$ cat config.mk
export PLATFORM = sky130hd
export DESIGN_NAME = vtiming_gen
export DESIGN_NICKNAME = d
export VERILOG_FILES = /design/src/rtl/vtg_pkg.sv /design/src/rtl/vtg_regs.sv /design/src/rtl/vtg_counter.sv /design/src/rtl/vtg_edge.sv /design/src/rtl/vtiming_gen.sv
export SDC_FILE = /design/constraint.sdc
export NUM_CORES = 1
export LEC_CHECK = 0
export ABC_AREA = 1
export ABC_CLOCK_PERIOD_IN_PS = 2250
export CAP_MARGIN = 20
export CORE_AREA = 4 4 132 166
export DETAILED_ROUTE_END_ITERATION = 6
export DIE_AREA = 0 0 136 170
export DONT_BUFFER_PORTS = 1
export HOLD_SLACK_MARGIN = 0.12
export PLACE_DENSITY = 0.46
export SLEW_MARGIN = 20
export SYNTH_ARGS = -nofsm -noshare
export SYNTH_HDL_FRONTEND = slang
export SYNTH_SLANG_ARGS = --single-unit
$ cat constraint.sdc
create_clock -name clk -period 2.25 [get_ports clk]
set_clock_uncertainty 0.05 [all_clocks]
set_input_delay 0.3375 -clock clk [delete_from_list [all_inputs] [get_ports clk]]
set_output_delay 0.3375 -clock clk [all_outputs]
set_load 0.005 [all_outputs]
$ cat src/rtl/vtg_pkg.sv
package vtg_pkg;
    localparam int unsigned VTG_CW      = 11;
    localparam int unsigned VTG_DW      = 32;
    localparam int unsigned VTG_END_LSB = 16;

    typedef enum logic [1:0] {
        SEL_TOTAL = 2'd0,
        SEL_BLANK = 2'd1,
        SEL_SYNC  = 2'd2
    } vtg_sel_e;
endpackage

$ cat src/rtl/vtg_regs.sv
module vtg_regs
    import vtg_pkg::*;
#(
    parameter int unsigned CW      = VTG_CW,
    parameter int unsigned DW      = VTG_DW,
    parameter int unsigned END_LSB = VTG_END_LSB
) (
    input  logic          clk,
    input  logic          rst_n,
    input  logic          wr_en_i,
    input  logic [1:0]    wr_sel_i,
    input  logic [DW-1:0] wr_data_i,
    input  logic          ilace_i,
    input  logic          load_i,
    output logic [CW-1:0] total_o,
    output logic [CW-1:0] bl_on_o,
    output logic [CW-1:0] bl_off_o,
    output logic [CW-1:0] sy_on_o,
    output logic [CW-1:0] sy_off_o,
    output logic          ilace_o
);
    typedef struct packed {
        logic [CW-1:0] total;
        logic [CW-1:0] bl_on;
        logic [CW-1:0] bl_off;
        logic [CW-1:0] sy_on;
        logic [CW-1:0] sy_off;
        logic          ilace;
    } cfg_t;

    typedef struct packed {
        cfg_t pend;
        cfg_t act;
    } regs_t;

    regs_t d, q;
    logic [CW-1:0] lo_field, hi_field;
    logic          unused_bits;

    assign lo_field    = wr_data_i[CW-1:0];
    assign hi_field    = wr_data_i[END_LSB +: CW];
    assign unused_bits = ^{wr_data_i[DW-1:END_LSB+CW], wr_data_i[END_LSB-1:CW]};

    always_comb begin
        d = q;
        d.pend.ilace = ilace_i;
        if (wr_en_i) begin
            unique case (vtg_sel_e'(wr_sel_i))
                SEL_TOTAL: d.pend.total = lo_field;
                SEL_BLANK: begin
                    d.pend.bl_on  = lo_field;
                    d.pend.bl_off = hi_field;
                end
                SEL_SYNC: begin
                    d.pend.sy_on  = lo_field;
                    d.pend.sy_off = hi_field;
                end
                default: ;
            endcase
        end
        if (load_i) begin
            d.act = q.pend;
        end
    end

    always_ff @(posedge clk or negedge rst_n) begin
        if (!rst_n) q <= '0;
        else        q <= d;
    end

    assign total_o  = q.act.total;
    assign bl_on_o  = q.act.bl_on;
    assign bl_off_o = q.act.bl_off;
    assign sy_on_o  = q.act.sy_on;
    assign sy_off_o = q.act.sy_off;
    assign ilace_o  = q.act.ilace;

    // working copy only changes at a frame boundary
    p_act_hold_r9: assert property (@(posedge clk) disable iff (!rst_n)
        !load_i |=> $stable(q.act));
endmodule

$ cat src/rtl/vtg_counter.sv
module vtg_counter
    import vtg_pkg::*;
#(
    parameter int unsigned CW = VTG_CW
) (
    input  logic          clk,
    input  logic          rst_n,
    input  logic          adv_i,
    input  logic          ilace_i,
    input  logic [CW-1:0] total_i,
    output logic [CW-1:0] count_o,
    output logic          field_o,
    output logic          wrap_o
);
    typedef struct packed {
        logic [CW-1:0] cnt;
        logic          field;
    } cnt_t;

    cnt_t d, q;
    logic at_end;

    assign at_end = (q.cnt == total_i);
    assign wrap_o = adv_i && at_end;

    always_comb begin
        d = q;
        if (adv_i) begin
            if (at_end) begin
                d.cnt   = '0;
                d.field = ilace_i ? !q.field : 1'b0;
            end else begin
                d.cnt = q.cnt + 1'b1;
            end
        end
    end

    always_ff @(posedge clk or negedge rst_n) begin
        if (!rst_n) q <= '0;
        else        q <= d;
    end

    assign count_o = q.cnt;
    assign field_o = q.field;

    // count holds without a step
    p_hold_r2: assert property (@(posedge clk) disable iff (!rst_n)
        !adv_i |=> $stable(count_o));
    // a step at the wrap point returns to zero
    p_wrap_r3: assert property (@(posedge clk) disable iff (!rst_n)
        wrap_o |=> (count_o == '0));
    // count never passes the frame length
    p_range_r3: assert property (@(posedge clk) disable iff (!rst_n)
        count_o <= total_i);
    // field only moves on a wrap
    p_field_r7: assert property (@(posedge clk) disable iff (!rst_n)
        !wrap_o |=> $stable(field_o));
endmodule

$ cat src/rtl/vtg_edge.sv
module vtg_edge
    import vtg_pkg::*;
#(
    parameter int unsigned CW = VTG_CW
) (
    input  logic          clk,
    input  logic          rst_n,
    input  logic          adv_i,
    input  logic [CW-1:0] count_i,
    input  logic [CW-1:0] on_i,
    input  logic [CW-1:0] off_i,
    output logic          flag_o
);
    typedef struct packed {
        logic flag;
    } edge_t;

    edge_t d, q;

    always_comb begin
        d = q;
        if (adv_i) begin
            if (count_i == on_i)  d.flag = 1'b1;
            if (count_i == off_i) d.flag = 1'b0;
        end
    end

    always_ff @(posedge clk or negedge rst_n) begin
        if (!rst_n) q <= '0;
        else        q <= d;
    end

    assign flag_o = q.flag;

    // level only moves on a counter step
    p_step_only_r4: assert property (@(posedge clk) disable iff (!rst_n)
        !adv_i |=> $stable(flag_o));
    // a step from the end value always clears
    p_off_wins_r5: assert property (@(posedge clk) disable iff (!rst_n)
        (adv_i && count_i == off_i) |=> !flag_o);
endmodule

$ cat src/rtl/vtiming_gen.sv
module vtiming_gen
    import vtg_pkg::*;
#(
    parameter int unsigned CW      = VTG_CW,
    parameter int unsigned DW      = VTG_DW,
    parameter int unsigned END_LSB = VTG_END_LSB
) (
    input  logic          clk,
    input  logic          rst_n,
    input  logic          line_end_i,
    input  logic          mid_line_i,
    input  logic          interlace_i,
    input  logic          wr_en_i,
    input  logic [1:0]    wr_sel_i,
    input  logic [DW-1:0] wr_data_i,
    output logic          vblank_o,
    output logic          vsync_o,
    output logic [CW-1:0] vcount_o,
    output logic          field_o
);
    localparam int unsigned N_EDGE = 2;

    logic          ilace_act, adv, wrap;
    logic [CW-1:0] total;
    logic [CW-1:0] on_v  [N_EDGE];
    logic [CW-1:0] off_v [N_EDGE];
    logic [N_EDGE-1:0] flag;

    assign adv = line_end_i || (ilace_act && mid_line_i);

    vtg_regs #(.CW(CW), .DW(DW), .END_LSB(END_LSB)) u_regs (
        .clk      (clk),
        .rst_n    (rst_n),
        .wr_en_i  (wr_en_i),
        .wr_sel_i (wr_sel_i),
        .wr_data_i(wr_data_i),
        .ilace_i  (interlace_i),
        .load_i   (wrap),
        .total_o  (total),
        .bl_on_o  (on_v[0]),
        .bl_off_o (off_v[0]),
        .sy_on_o  (on_v[1]),
        .sy_off_o (off_v[1]),
        .ilace_o  (ilace_act)
    );

    vtg_counter #(.CW(CW)) u_cnt (
        .clk    (clk),
        .rst_n  (rst_n),
        .adv_i  (adv),
        .ilace_i(ilace_act),
        .total_i(total),
        .count_o(vcount_o),
        .field_o(field_o),
        .wrap_o (wrap)
    );

    for (genvar g = 0; g < N_EDGE; g++) begin : g_edge
        vtg_edge #(.CW(CW)) u_edge (
            .clk    (clk),
            .rst_n  (rst_n),
            .adv_i  (adv),
            .count_i(vcount_o),
            .on_i   (on_v[g]),
            .off_i  (off_v[g]),
            .flag_o (flag[g])
        );
    end

    assign vblank_o = flag[0];
    assign vsync_o  = flag[1];

    // lone mid-line strobe is ignored in progressive mode
    p_prog_mid_r2: assert property (@(posedge clk) disable iff (!rst_n)
        (!ilace_act && mid_line_i && !line_end_i) |=> $stable(vcount_o));
    // in interlaced mode a lone mid-line strobe moves the count
    p_ilace_mid_r6: assert property (@(posedge clk) disable iff (!rst_n)
        (ilace_act && mid_line_i && !line_end_i) |=> !$stable(vcount_o));
endmodule

==> out/qor.csv <==
metric,value,unit
tightest_slew,0.8023,ns
cp_slowest_cell,dfrtp_1,
failed_checks,negative hold slack,
grt.overflow.total,0,
max-slew-margin-rel,46.39,%
finalWorstPathRequiredPeriod,1.889,ns
ys.warnings.count,0,
synth_top_area_share,52.27,%
synth.distinct_cells,19,
post_synthesis_cell_area,6032,um^2
postCtsHoldBufs,21,
first_pass_grt_wire_length,25860,um
worst_r2r_path_depth,9,
post-route-worst-setup-slack,0.3612,ns
core-area,20450,um^2
vias,4585,
routed_antenna_nets,0,
cts-root-to-sink-buffers,2,
timing.critical_path.arrival,2.19,ns
post_cts_resized,0,
synth_seq_cells,126,
route.final.wire_length,15830,um
worst_hold_path_type,input pin to asynchronous set/reset pin,
power_share_of_the_combinational_group,16.4,%
max_freq,529.4,MHz
max_cap_violations,0,
clk-insertion-delay-late,0.41,ns
track_usage,14.49,%
p_sw_share,29.13,%
layout_cells_sized_above_1,7.753,%
critPathRequiredTime,2.55,ns
ys_top_cells_by_area,"dfrtp_1 (52%), nand2_1 (18%), nand4_1 (6.4%)",
grt_max_degree,127,
worstPathCellList,buf_4 -> nand2_1 -> nand2_1 -> nor2_1 -> nand2_1 -> nor2_4 -> buf_12 -> nand4_1 -> nand2_1,
part_of_the_power_in_the_clock_network,43.9,%
clockRootBuffer,clkbuf_16,
tritoncts,built,
postPlaceCellArea,6311,um^2
timing.final.crit_share,83.95,%
num-nets-final,789,
power.sequential.fraction,39.7,%
final_setup_vio_count,0,
average_vias_per_placed_instance,4.430,
dp_hpwl,10360,um
dieWidth,136,um
static_leak,3.541,nW
synth.yosys.seq_area_share,52.27,%
fp.dieArea,23120,um^2
grt_setup_unrepaired,false,
vias_in_the_first_global_route,4665,
timing.critical_path.fanout_max,57,
peakVddDrop,0.5149,mV
finalHoldViolCount,126,
final_max_slew_viol_count,0,
postCtsSetupRepairBufs,0,
total_power,6.794,mW
drcViolationCount,0,
setup.worst_path.end_class,flop,
power.density_cell_area,949.0,nW/um^2
fillCellCount,2167,
row_count,59,
drt_iter0_drc,244,
synth.net_count,774,
synth_area_leader_cell,dfrtp_1,
post_place_cells,982,
antenna-diode-count,0,
finalCoreUtilization,35.01,%
clock_tree.htree_level_count,4,
final_layout_worst_hold_slack,-0.4235,ns
area_growth,18.69,%
power.internal,4.815,mW
number_of_instances_in_the_synthesized_netlist,733,
mean_area_per_synthesized_cell,8.229,um^2
timing.setup.critical_path_class,flop to flop,
dpl_worst_slack,0.3434,ns
layout.cell_area.non_filler,7159,um^2
cpPeakStageDelay,0.51,ns
crit_path_start_kind,flop,
tritoncts_buffers,17,
timing.setup.tns,0,ns
chipHeight,170,um
final_cell_count_no_fill,1035,
total_switching_power,1.979,mW
result_of_the_run,"finished, violations left",
initial_core_util,29.50,%
globalplace.congestion,0.7853,
floorplan.io_pins,54,
critPathMostFrequentCell,nand2_1,
clk_pin_slew_worst_paths,0.06,ns
clkSinkCount,126,
rrSetupSlack,0.36,ns
port_buffers,0,
antenna_violations_before_repair,0,
wl_per_cell,15.30,um
detailedRoute.firstPassIterationCount,4,
==> cell type report <==
type,count,area (um^2),share of cell area (%)
Multi-Input combinational cell,495,2369,33.08
Tap cell,274,342.8,4.789
Timing Repair Buffer,43,412.9,5.767
Clock inverter,15,212.7,2.971
Sequential cell,126,3153,44.04
Inverter,65,244.0,3.408
Clock buffer,17,425.4,5.942
==> sequential cells by signal, indices dropped and copies added (netlist names) <==
signal	count
u_regs.q	56
u_cnt.count_o	11
u_regs.bl_off_o	11
u_regs.bl_on_o	11
u_regs.sy_off_o	11
u_regs.sy_on_o	11
u_regs.total_o	11
g_edge.u_edge.flag_o	2
u_cnt.field_o	1
u_regs.ilace_o	1
==> final timing paths <==
check / startpoint / endpoint
worst max-delay path: u_cnt.count_o[0]$_DFFE_PN0P_ / u_regs.total_o[3]$_DFFE_PN0P_
worst min-delay path: rst_n / u_regs.bl_off_o[8]$_DFFE_PN0P_
worst max register to register: u_cnt.count_o[0]$_DFFE_PN0P_ / u_regs.total_o[3]$_DFFE_PN0P_
worst min register to register: u_regs.q[89]$_DFFE_PN0P_ / u_regs.q[89]$_DFFE_PN0P_
max in group asynchronous: rst_n / u_regs.total_o[1]$_DFFE_PN0P_
min in group clk: wr_data_i[4] / u_regs.q[105]$_DFFE_PN0P_
==> worst max-delay path, delay by kind of cell (launching register included) <==
| family | cells | cell delay [ns] |
|---|---|---|
| buf+inv | 2 | 0.50 |
| flops | 1 | 0.51 |
| simple gates | 7 | 0.75 |
==> cell usage in the layout (no fill, tap or decap), drive strengths merged <==
cell type / Yosys / routed
nand2: 284 / 284
buf: 31 / 22
bufinv: 0 / 4
nand4: 62 / 62
clkinvlp: 0 / 2
nand3: 14 / 14
a21oi: 2 / 2
clkbuf: 16 / 17
dlygate4sd3: 0 / 21
xnor2: 43 / 43
xor2: 5 / 5
ha: 1 / 1
dfrtp: 126 / 126
inv: 65 / 68
nor2: 29 / 29
clkinv: 0 / 6
o21ai: 55 / 55
==> cell families after synthesis <==
kind of cell               Yosys count  synth area share, %
buffers and inverters              112                8.588
DFF                                126                52.27
adders and majority gates            1               0.2074
and+or+nand+nor                    389                27.24
AOI/OAI and AO/OA                   57                4.729
xor gates and xnor gates            48                6.969
==> synthesized netlist by cell type <==
cell,n
buf_2,12
nor2_4,1
a21oi_1,2
inv_1,63
nand4_1,62
clkbuf_1,16
xor2_1,5
o21ai_0,55
dfrtp_1,126
buf_6,5
buf_1,2
nor2_2,1
buf_4,12
nor2_1,27
ha_1,1
nand3_1,14
nand2_1,284
xnor2_1,43
inv_2,2
==> power by group through the flow <==
stage               clock network [mW]  logic (mW)  registers, mW
CTS                               3.05        1.15           2.70
detailed placement                   0        1.11           2.74
global placement                     0        1.10           2.74
global route                      3.13        1.27           2.73
finish                            2.98        1.12           2.70
floorplan                            0       0.854           2.62
==> routing by layer <==
metal,up-vias,part of all wire (%),track usage [%]
li1,2346,-,-
met1,2167,47,19.09
met2,66,49,24.47
met3,6,3.2,2.572
met4,0,0.64,4.077
met5,-,0,0
No activity file was read; power rests on OpenSTA's default activity.
